===== src/rtl/usb_irq_pkg.sv =====
package usb_irq_pkg;
  localparam int unsigned REG_W      = 32;
  localparam int unsigned SRC_NUM    = 7;
  localparam int unsigned MASTER_BIT = 31;

  // status/mask bit position of each event source
  localparam int unsigned SRC_BIT [SRC_NUM] = '{0, 1, 2, 3, 5, 6, 30};

  function automatic logic [REG_W-1:0] src_bits();
    logic [REG_W-1:0] m;
    m = '0;
    for (int i = 0; i < SRC_NUM; i++) m[SRC_BIT[i]] = 1'b1;
    return m;
  endfunction

  localparam logic [REG_W-1:0] SRC_MASK  = src_bits();
  localparam logic [REG_W-1:0] MASK_IMPL = SRC_MASK | (REG_W'(1) << MASTER_BIT);
endpackage


===== src/rtl/usb_irq_addr_dec.sv =====
module usb_irq_addr_dec #(
  parameter int unsigned ADDR_W = 8,
  parameter logic [ADDR_W-1:0] OFF_ST  = 8'h0C,
  parameter logic [ADDR_W-1:0] OFF_EN  = 8'h10,
  parameter logic [ADDR_W-1:0] OFF_DIS = 8'h14
) (
  input  logic [ADDR_W-1:0] addr_i,
  input  logic              wr_en_i,
  input  logic              rd_en_i,
  output logic              wr_set_o,
  output logic              wr_clr_o,
  output logic              wr_st_o,
  output logic              rd_mask_o,
  output logic              rd_st_o
);
  logic hit_en, hit_dis, hit_st;

  always_comb begin
    hit_en    = (addr_i == OFF_EN);
    hit_dis   = (addr_i == OFF_DIS);
    hit_st    = (addr_i == OFF_ST);
    wr_set_o  = wr_en_i & hit_en;
    wr_clr_o  = wr_en_i & hit_dis;
    wr_st_o   = wr_en_i & hit_st;
    rd_mask_o = rd_en_i & (hit_en | hit_dis);
    rd_st_o   = rd_en_i & hit_st;
  end
endmodule


===== src/rtl/usb_irq_mask_reg.sv =====
module usb_irq_mask_reg
  import usb_irq_pkg::*;
(
  input  logic             clk_i,
  input  logic             rst_ni,
  input  logic             set_i,
  input  logic             clr_i,
  input  logic [REG_W-1:0] wdata_i,
  output logic [REG_W-1:0] mask_o
);
  for (genvar b = 0; b < REG_W; b++) begin : g_bit
    if (MASK_IMPL[b]) begin : g_impl
      logic q;
      always_ff @(posedge clk_i or negedge rst_ni) begin
        if (!rst_ni)                   q <= 1'b0;
        else if (set_i && wdata_i[b])  q <= 1'b1;
        else if (clr_i && wdata_i[b])  q <= 1'b0;
      end
      assign mask_o[b] = q;
    end else begin : g_rsv
      assign mask_o[b] = 1'b0;
    end
  end
endmodule


===== src/rtl/usb_irq_status_reg.sv =====
module usb_irq_status_reg
  import usb_irq_pkg::*;
(
  input  logic               clk_i,
  input  logic               rst_ni,
  input  logic               clr_i,
  input  logic [REG_W-1:0]   wdata_i,
  input  logic [SRC_NUM-1:0] evt_i,
  output logic [REG_W-1:0]   stat_o
);
  logic [REG_W-1:0] evt_pos;

  always_comb begin
    evt_pos = '0;
    for (int i = 0; i < SRC_NUM; i++) evt_pos[SRC_BIT[i]] = evt_i[i];
  end

  for (genvar b = 0; b < REG_W; b++) begin : g_bit
    if (SRC_MASK[b]) begin : g_src
      logic q;
      // a new event wins over a same-cycle clear
      always_ff @(posedge clk_i or negedge rst_ni) begin
        if (!rst_ni)                  q <= 1'b0;
        else if (evt_pos[b])          q <= 1'b1;
        else if (clr_i && wdata_i[b]) q <= 1'b0;
      end
      assign stat_o[b] = q;
    end else begin : g_none
      assign stat_o[b] = 1'b0;
    end
  end
endmodule


===== src/rtl/usb_irq_gen.sv =====
module usb_irq_gen
  import usb_irq_pkg::*;
(
  input  logic [REG_W-1:0] mask_i,
  input  logic [REG_W-1:0] stat_i,
  output logic             irq_o
);
  logic [REG_W-1:0] pend;

  always_comb begin
    pend  = stat_i & mask_i & SRC_MASK;
    irq_o = mask_i[MASTER_BIT] & (|pend);
  end
endmodule


===== src/rtl/usb_irq_mask_ctrl.sv =====
module usb_irq_mask_ctrl
  import usb_irq_pkg::*;
#(
  parameter int unsigned ADDR_W = 8,
  parameter logic [ADDR_W-1:0] OFF_ST  = 8'h0C,
  parameter logic [ADDR_W-1:0] OFF_EN  = 8'h10,
  parameter logic [ADDR_W-1:0] OFF_DIS = 8'h14
) (
  input  logic               clk_i,
  input  logic               rst_ni,
  input  logic               wr_en_i,
  input  logic               rd_en_i,
  input  logic [ADDR_W-1:0]  addr_i,
  input  logic [REG_W-1:0]   wdata_i,
  output logic [REG_W-1:0]   rdata_o,
  input  logic [SRC_NUM-1:0] evt_i,
  output logic               irq_o
);
  logic wr_set, wr_clr, wr_st, rd_mask, rd_st;
  logic [REG_W-1:0] mask_q, stat_q;

  usb_irq_addr_dec #(
    .ADDR_W(ADDR_W), .OFF_ST(OFF_ST), .OFF_EN(OFF_EN), .OFF_DIS(OFF_DIS)
  ) u_dec (
    .addr_i(addr_i), .wr_en_i(wr_en_i), .rd_en_i(rd_en_i),
    .wr_set_o(wr_set), .wr_clr_o(wr_clr), .wr_st_o(wr_st),
    .rd_mask_o(rd_mask), .rd_st_o(rd_st)
  );

  usb_irq_mask_reg u_mask (
    .clk_i(clk_i), .rst_ni(rst_ni), .set_i(wr_set), .clr_i(wr_clr),
    .wdata_i(wdata_i), .mask_o(mask_q)
  );

  usb_irq_status_reg u_stat (
    .clk_i(clk_i), .rst_ni(rst_ni), .clr_i(wr_st), .wdata_i(wdata_i),
    .evt_i(evt_i), .stat_o(stat_q)
  );

  usb_irq_gen u_gen (.mask_i(mask_q), .stat_i(stat_q), .irq_o(irq_o));

  always_comb begin
    rdata_o = '0;
    if (rd_mask)    rdata_o = mask_q;
    else if (rd_st) rdata_o = stat_q;
  end
endmodule


===== config.mk =====
export PLATFORM = sky130hd
export DESIGN_NAME = usb_irq_mask_ctrl
export DESIGN_NICKNAME = d
export VERILOG_FILES = /design/src/rtl/usb_irq_pkg.sv /design/src/rtl/usb_irq_addr_dec.sv /design/src/rtl/usb_irq_mask_reg.sv /design/src/rtl/usb_irq_status_reg.sv /design/src/rtl/usb_irq_gen.sv /design/src/rtl/usb_irq_mask_ctrl.sv
export SDC_FILE = /design/constraint.sdc
export NUM_CORES = 1
export LEC_CHECK = 0
export BUFFER_PORTS_ARGS = -buffer_cell sky130_fd_sc_hd__buf_2
export CORE_ASPECT_RATIO = 1.4
export CORE_MARGIN = 2
export CORE_UTILIZATION = 35
export DETAILED_ROUTE_END_ITERATION = 7
export HOLD_SLACK_MARGIN = 0.02
export PLACE_DENSITY = 0.76
export SYNTH_ARGS = -nofsm -noshare
export SYNTH_HDL_FRONTEND = slang
export SYNTH_SLANG_ARGS = --single-unit

===== constraint.sdc =====
create_clock -name clk_i -period 1.6 [get_ports clk_i]
set_input_delay 0.16 -clock clk_i [delete_from_list [all_inputs] [get_ports clk_i]]
set_output_delay 0.16 -clock clk_i [all_outputs]
set_load 0.01 [all_outputs]

# == Word-level counts from Yosys, hierarchy flattened ==
# Cells that the tools add are included.
# totals
elab_cells,97
reg_bits,15
out_inout_bits,33
input_bits,51
# classes
bitwise,8
eq_ne,3
n_reduce_logical,39
mux,32
# ops
operator,count
$mux 32,1
$and 31x31->31,1
$mux 31,1
$mux 1,30
$reduce_bool 2->1,15
$logic_and 1x1->1,23
$eq 8x5->1 const B,2
$eq 8x4->1 const B,1
$reduce_or 7->1,1
$and 1x1->1,6
$or 1x1->1,1

# == Longest topological paths before layout ==
# Gate-level depths: netlist of the first run.
# depth
word_depth,5
mapped_depth,5
ltp_nobuf,3

# == Modules after synthesis ==
# Synthesis of the first run repeated with hierarchy kept, for this count alone.
# unflattened
cells_unflattened,173
hier_area_um2,1544.0
# modules_own_cells
module,cells_per_inst,seq_area_each_um2,area_per_inst_um2,n_inst
usb_irq_mask_reg,59,200.2,556.8,1
usb_irq_status_reg,54,175.2,498.0,1
usb_irq_mask_ctrl,44,0.0,361.6,1
usb_irq_addr_dec,11,0.0,92.6,1
usb_irq_gen,5,0.0,35.0,1

# == Worst setup path after synthesis of the first run ==
# No wires, ideal clock.
# synth_timing
path_type,input port to output port
start,input port addr_i[5]
end,output port rdata_o[0]
path_slack_ns,-0.042
n_path_buf,2
arrival_ns,1.482
cell_stages,5
t_required_ns,1.440
cell_sequence,or4_4 -> buf_6 -> or3b_1 -> buf_6 -> nor2_1
# synth_between
elab_chain_cells,4
# synth_lines
item,line_no,source
start: declaration,usb_irq_mask_ctrl.sv:13,"input logic [ADDR_W-1:0] addr_i,"
"$eq 8x4->1, or another cell as far along",usb_irq_addr_dec.sv:21,hit_st = (addr_i == OFF_ST);
$and 1x1->1 or $or 1x1->1 (tied branches),"usb_irq_addr_dec.sv:26, usb_irq_addr_dec.sv:25",
$mux 31 or $and 1x1->1 (tied branches),"usb_irq_mask_ctrl.sv:45, usb_irq_addr_dec.sv:25",
$mux 32 *,usb_irq_mask_ctrl.sv:44,if (rd_mask) rdata_o = mask_q;
end: declaration,usb_irq_mask_ctrl.sv:15,"output logic [REG_W-1:0] rdata_o,"
# Mark *: on every way between the ends. The rest lies on a longest branch, timed or not.

# == Worst setup path after layout of the first run ==
# layout_timing
start,input port addr_i[6]
end,output port rdata_o[0]
# Same word-level chain as after synthesis.

==> impl_metrics.ini, run 1 <==
[placed_design]
dp_hpwl_um = 1941
io_buffers = 35
place.gp.congestion = 0.8566
dp_cells = 195

[global_route]
grt_max_degree = 16
grt_pass1_wl_um = 4402
gr-usage-all-layers = 0.1654
antenna_found_initial = 0
first_global_vias = 905
gr-total-overflow = 0

[yosys]
yosys.area_share.simple = 0.1981
synth_seq_cells = 15
synth_top_area_cell = dfrtp_1
synth_xor_area_frac = 0
muxShareOfSynthArea = 0.07416
netlist_area_mm2 = 0.001080
synth.top_cell.area_share = 0.3476
post_synth_inst_count = 119
synth_top_family_by_area = buffers and inverters
synth_area_leaders = dfrtp_1 (35%), buf_4 (17%), mux2i_1 (7.4%)
synth_compound_area_frac = 0.1425
ys_types = 22
yosys_warnings = 0
synth-adder-area-share = 0
avgSynthCellArea_um2 = 9.074
ys_seq_area_frac = 0.3476

[detailed_routing]
num_vias = 993
ant_nets = 0
via_per_inst = 4.916
drc = 0
dr.pass1.iters = 4
wl_um = 2724
wl_per_cell_um = 13.49
first_iter_violations = 39

[worst_hold_path]
whs_path_depth = 2
hp-class = in2reg
min_to = u_stat.g_bit[6].g_src.q
hold_start = evt_i[5]

[floorplan]
die_w_um = 50.94
die-area_mm2 = 0.003552
core_region_area_mm2 = 0.002907
pin_count = 84
rows = 23
initial_core_util = 0.3715
dieHeight_um = 69.72

[final_layout]
final_common_cell = buf_2
n_fill_cell = 285
instances_no_fill = 202
final_layout_size_suffix_gt1_frac = 0.3939
final_cell_mix = buf_2 (27), conb_1 (24), dfrtp_1 (15)
final_nets = 217
diodes = 0
area_delta_synth_final_pct = 33.49

[critical_path]
r2r-end = u_stat.g_bit[0].g_src.q
path_cells = buf_6, or4_4, or3b_4, buf_12, nor2_4, buf_6
crit_family = simple AND/OR/NAND/NOR gates
r2r_start = u_stat.g_bit[0].g_src.q
start_kind = input port
timing.reg2reg.setup_slack_ns = 0.90
crit_fanout = 8
slowest_stage = or4_4
cp_common_cell = buf_6
cp.arrival_ns = 1.55
required_ns = 1.44
path_buf_inv = 3
end_kind = output pin
critPathMaxStageDelay_ns = 0.53
crit_type = in2out
r2r_cells = 2

[status]
violations = negative setup slack
status = finished, violations left

[sta]
clock.fmax_mhz = 585.4
rsz0062_at_grt = yes
timing.final.crit_share = 1.068
slew_violations = 0
finalClockSkew_ns = 0
timing.hold.ws_ns = 0.08640
finalHoldViolations = 0
min_period_ns = 1.708
finalSetupViolCount = 8
fin_ws_ns = -0.1083

[clock_network]
root_buffer = clkbuf_8
cts-buffers-inserted = 3
tritoncts = yes
htree_levels = 1
clock_latency_ns = 0.25
clockBufferDepth = 2
clk_pin_slew_ns = 0.07
clock_sinks = 15

[power]
ir_drop_mv = 0.4564
powerDensity_mw_per_mm2 = 615.6
power_leakage_nw = 0.7079

[run]
maxCapViolCount = 0
repair_timing:
action / in CTS / in global routing
endpoints found under the setup margin: 8 / 8
buffers inserted: 1 / 1
endpoints found under the hold margin: 15 / 0
pin swaps: 10 / 2
hold buffers: 1 / 0
gates resized for setup: 4 / 14
kinds of logic after synthesis:
group / count (synthesis)
DFF: 15
other: 1
buffers and inverters: 39
AOI/OAI and AO/OA: 18
muxes: 8
and+or+nand+nor: 38
routing by layer:
metal | share of wire | wire [um] | global-route usage | vias up
met3 | 0.064 | 174 | 0.02802 | 8
met2 | 0.49 | 1328 | 0.2612 | 52
met5 | 0 | 0 | 0 | -
li1 | - | - | - | 463
met1 | 0.41 | 1130 | 0.2092 | 470
met4 | 0.033 | 91 | 0.09009 | 0
state kept, by name, summed over array words and instances (netlist names):
name / cells
u_mask.g_bit.g_impl.q: 8
u_stat.g_bit.g_src.q: 7
per-stage QoR:
step	total power [mW]	area (um^2)	util	TNS (ns)	setup slack (ns)
3_5_place_dp	0.5584	1275	0.4387	-1.179	-0.1575
2_1_floorplan	0.5292	1186	-	-0.1593	-0.01991
4_1_cts	0.8804	1360	0.4679	-0.8665	-0.1208
5_1_grt	0.9270	1441	0.4959	-0.9644	-0.1321
6_report	0.8873	1441	0.4959	-0.7806	-0.1083
3_3_place_gp	0.5573	1275	0.4387	-1.103	-0.1622
synth_stat cells:
master    instances
a222oi_1          1
a22oi_1           2
a31oi_1           1
a32oi_1           7
buf_2             1
buf_4            24
buf_6             2
clkbuf_1          4
conb_1            1
dfrtp_1          15
inv_1             8
mux2i_1           8
nand2_1           8
nand2b_1          7
nand3_1           8
nand3b_1          1
nor2_1            8
nor2b_1           2
nor4b_2           2
o41ai_1           7
or3b_1            1
or4_4             1
worst max path at each step:
stage | startpoint | endpoint | slack, ns | cells past startpoint
final | addr_i[6] | rdata_o[0] | -0.11 | 6
after global routing | addr_i[6] | rdata_o[0] | -0.13 | 6
after CTS | addr_i[6] | rdata_o[5] | -0.12 | 6
after detailed placement | addr_i[5] | rdata_o[6] | -0.16 | 6
after global placement | addr_i[5] | rdata_o[5] | -0.16 | 6
after floorplan | addr_i[5] | rdata_o[0] | -0.02 | 5
area by class of cell:
class / count / area (um^2) / share of cell area
Clock buffer: 3 / 41.29 / 0.02865
Clock inverter: 1 / 5.005 / 0.003472
Inverter: 8 / 30.03 / 0.02083
Multi-Input combinational cell: 88 / 590.6 / 0.4097
Sequential cell: 15 / 375.4 / 0.2604
Tap cell: 37 / 46.29 / 0.03212
Timing Repair Buffer: 50 / 352.8 / 0.2448
report_power, final:
group,switching (mW),internal [mW]
Combinational,0.101,0.0713
Sequential,0.00794,0.389
Clock,0.145,0.173
Power figures use the tool's default switching activity.
==> run 2, diff against run 1 <==
--- a/config.mk
+++ b/config.mk
@@ -10,6 +10,7 @@
 export CORE_MARGIN = 2
-export CORE_UTILIZATION = 35
+export CORE_UTILIZATION = 40
+export CTS_BUF_LIST = sky130_fd_sc_hd__clkbuf_4 sky130_fd_sc_hd__clkbuf_8
 export DETAILED_ROUTE_END_ITERATION = 7
 export HOLD_SLACK_MARGIN = 0.02
-export PLACE_DENSITY = 0.76
+export PLACE_DENSITY = 0.85
 export SYNTH_ARGS = -nofsm -noshare
==> constraint.sdc (replaced) <==
create_clock -name clk_i -period 1.6 [get_ports clk_i]
set_input_delay 0.32 -clock clk_i [delete_from_list [all_inputs] [get_ports clk_i]]
set_output_delay 0.32 -clock clk_i [all_outputs]
set_load 0.01 [all_outputs]
==> run 2 against run 1 <==
  * The run still ends with negative setup slack left
  * Routed wire length decreased by 4.5%
  * Critical path depth decreased by 1
  * Core utilization increased by 5.8 points
  * Critical path type unchanged
  * Largest power group unchanged
==> impl_metrics.ini, run 2 (synthesized netlist as in run 1, its figures left out) <==
[global_route]
antenna_found_initial = 0
first_global_vias = 934
grt_max_degree = 16
grt_pass1_wl_um = 4015
gr-total-overflow = 0
gr-usage-all-layers = 0.1802

[placed_design]
dp_worst_setup_slack_ns = -0.4277
io_buffers = 35
dp_hpwl_um = 2083
place.gp.congestion = 0.8022

[power]
ir_drop_mv = 0.3094
intPower_uw = 573.3
seqPwrFrac = 0.497
power_leakage_nw = 0.6939
clkPwrFrac = 0.284
sw_frac_of_total = 0.2816
p_comb_frac = 0.219
powerDensity_mw_per_mm2 = 556.5
p_switching_uw = 224.7
power.total_uw = 798.0

[clock_network]
root_buffer = clkbuf_4
tritoncts = yes
clock_sinks = 15
clk_pin_slew_ns = 0.08
clock_latency_ns = 0.28
clockBufferDepth = 2
cts-buffers-inserted = 3
htree_levels = 1

[sta]
clock.fmax_mhz = 495.6
fin_ws_ns = -0.4177
finalClockSkew_ns = 0
timing.final.crit_share = 1.261
finalHoldViolations = 0
finalSetupViolCount = 9
slew_violations = 0
min_period_ns = 2.018
setup-tns-final_ns = -3.406
rsz0062_at_grt = yes

[detailed_routing]
dr.pass1.iters = 4
wl_um = 2601
via_per_inst = 4.965
wl_per_cell_um = 12.94
ant_nets = 0
first_iter_violations = 24
num_vias = 998
drc = 0

[final_layout]
top_register = u_mask.g_bit.g_impl.q
area_delta_synth_final_pct = 32.79
final_nets = 217
final_cell_mix = buf_2 (25), conb_1 (24), dfrtp_1 (15)
diodes = 0
final_layout_size_suffix_gt1_frac = 0.3939
reg_top3 = u_mask.g_bit.g_impl.q: 8 flops, u_stat.g_bit.g_src.q: 7 flops
n_fill_cell = 244
final_common_cell = buf_2
largest_register_ffs = 8

[floorplan]
die_w_um = 47.91
initial_core_util = 0.4173
rows = 22
dieHeight_um = 65.48
core_region_area_mm2 = 0.002587
pin_count = 84
die-area_mm2 = 0.003137

[critical_path]
r2r_cells = 3
crit_type = in2out
start_kind = input port
cp.arrival_ns = 1.70
crit_fanout = 8
timing.reg2reg.setup_slack_ns = 0.81
required_ns = 1.28
end_kind = output pin
r2r-end = u_stat.g_bit[3].g_src.q
r2r_start = u_stat.g_bit[3].g_src.q
crit_start = addr_i[5]

[run]
maxCapViolCount = 0

[status]
violations = negative setup slack
status = finished, violations left

[worst_hold_path]
hp-class = in2reg
whs_path_depth = 2
hold_start = evt_i[0]
min_to = u_stat.g_bit[0].g_src.q
run 2: power groups by stage:
stage / clock, mW / combinational [mW] / sequential (mW)
4_1_cts: 0.235 / 0.172 / 0.396
6_report: 0.227 / 0.175 / 0.397
3_3_place_gp: 0 / 0.160 / 0.403
5_1_grt: 0.255 / 0.192 / 0.398
2_1_floorplan: 0 / 0.135 / 0.402
3_5_place_dp: 0 / 0.163 / 0.404
run 2: area by class of cell:
| cell class | count | area (um^2) | share of cell area |
|---|---|---|---|
| sequential | 15 | 375.4 | 0.2618 |
| clock buffer | 4 | 30.03 | 0.02094 |
| multi-input combinational | 88 | 600.6 | 0.4188 |
| timing repair buffer | 50 | 352.8 | 0.2461 |
| tap | 36 | 45.04 | 0.03141 |
| inverter | 8 | 30.03 | 0.02094 |
run 2: per-stage QoR:
| stage | cell area (um^2) | hold slack, ns | util | instances |
|---|---|---|---|---|
| floorplan | 1237 | 0.02441 | - | 142 |
| global placement | 1309 | 0.2395 | 0.5058 | 193 |
| detailed placement | 1309 | 0.2455 | 0.5058 | 193 |
| CTS | 1426 | 0.2180 | 0.5513 | 200 |
| global route | 1434 | 0.2091 | 0.5542 | 201 |
| finish | 1434 | 0.2219 | 0.5542 | 201 |
run 2: how the worst max path moves through the flow:
stage,to
after floorplan,rdata_o[0]
after global placement,rdata_o[31]
after detailed placement,rdata_o[30]
after CTS,rdata_o[2]
after global routing,rdata_o[2]
final,rdata_o[2]
run 2: worst max-delay path, cell delays in order:
cell    delay, ns
buf_6        0.09
or4_4        0.53
or3b_4       0.51
nor2_4       0.14
buf_6        0.10
run 2: per-layer routing:
layer  GRT usage  wire length [um]  vias up
li1            -                 -      466
met1      0.2119               959      478
met2      0.2933              1419       48
met3     0.02198               134        6
met4      0.1115                88        0
met5           0                 0        -
run 2: what timing repair did:
item,4_1_cts,5_1_grt
buffers inserted,2,1
pin swaps,3,3
resized for setup,10,0
endpoints found under the hold margin,15,0
endpoints found under the setup margin,9,9
hold buffers,1,0
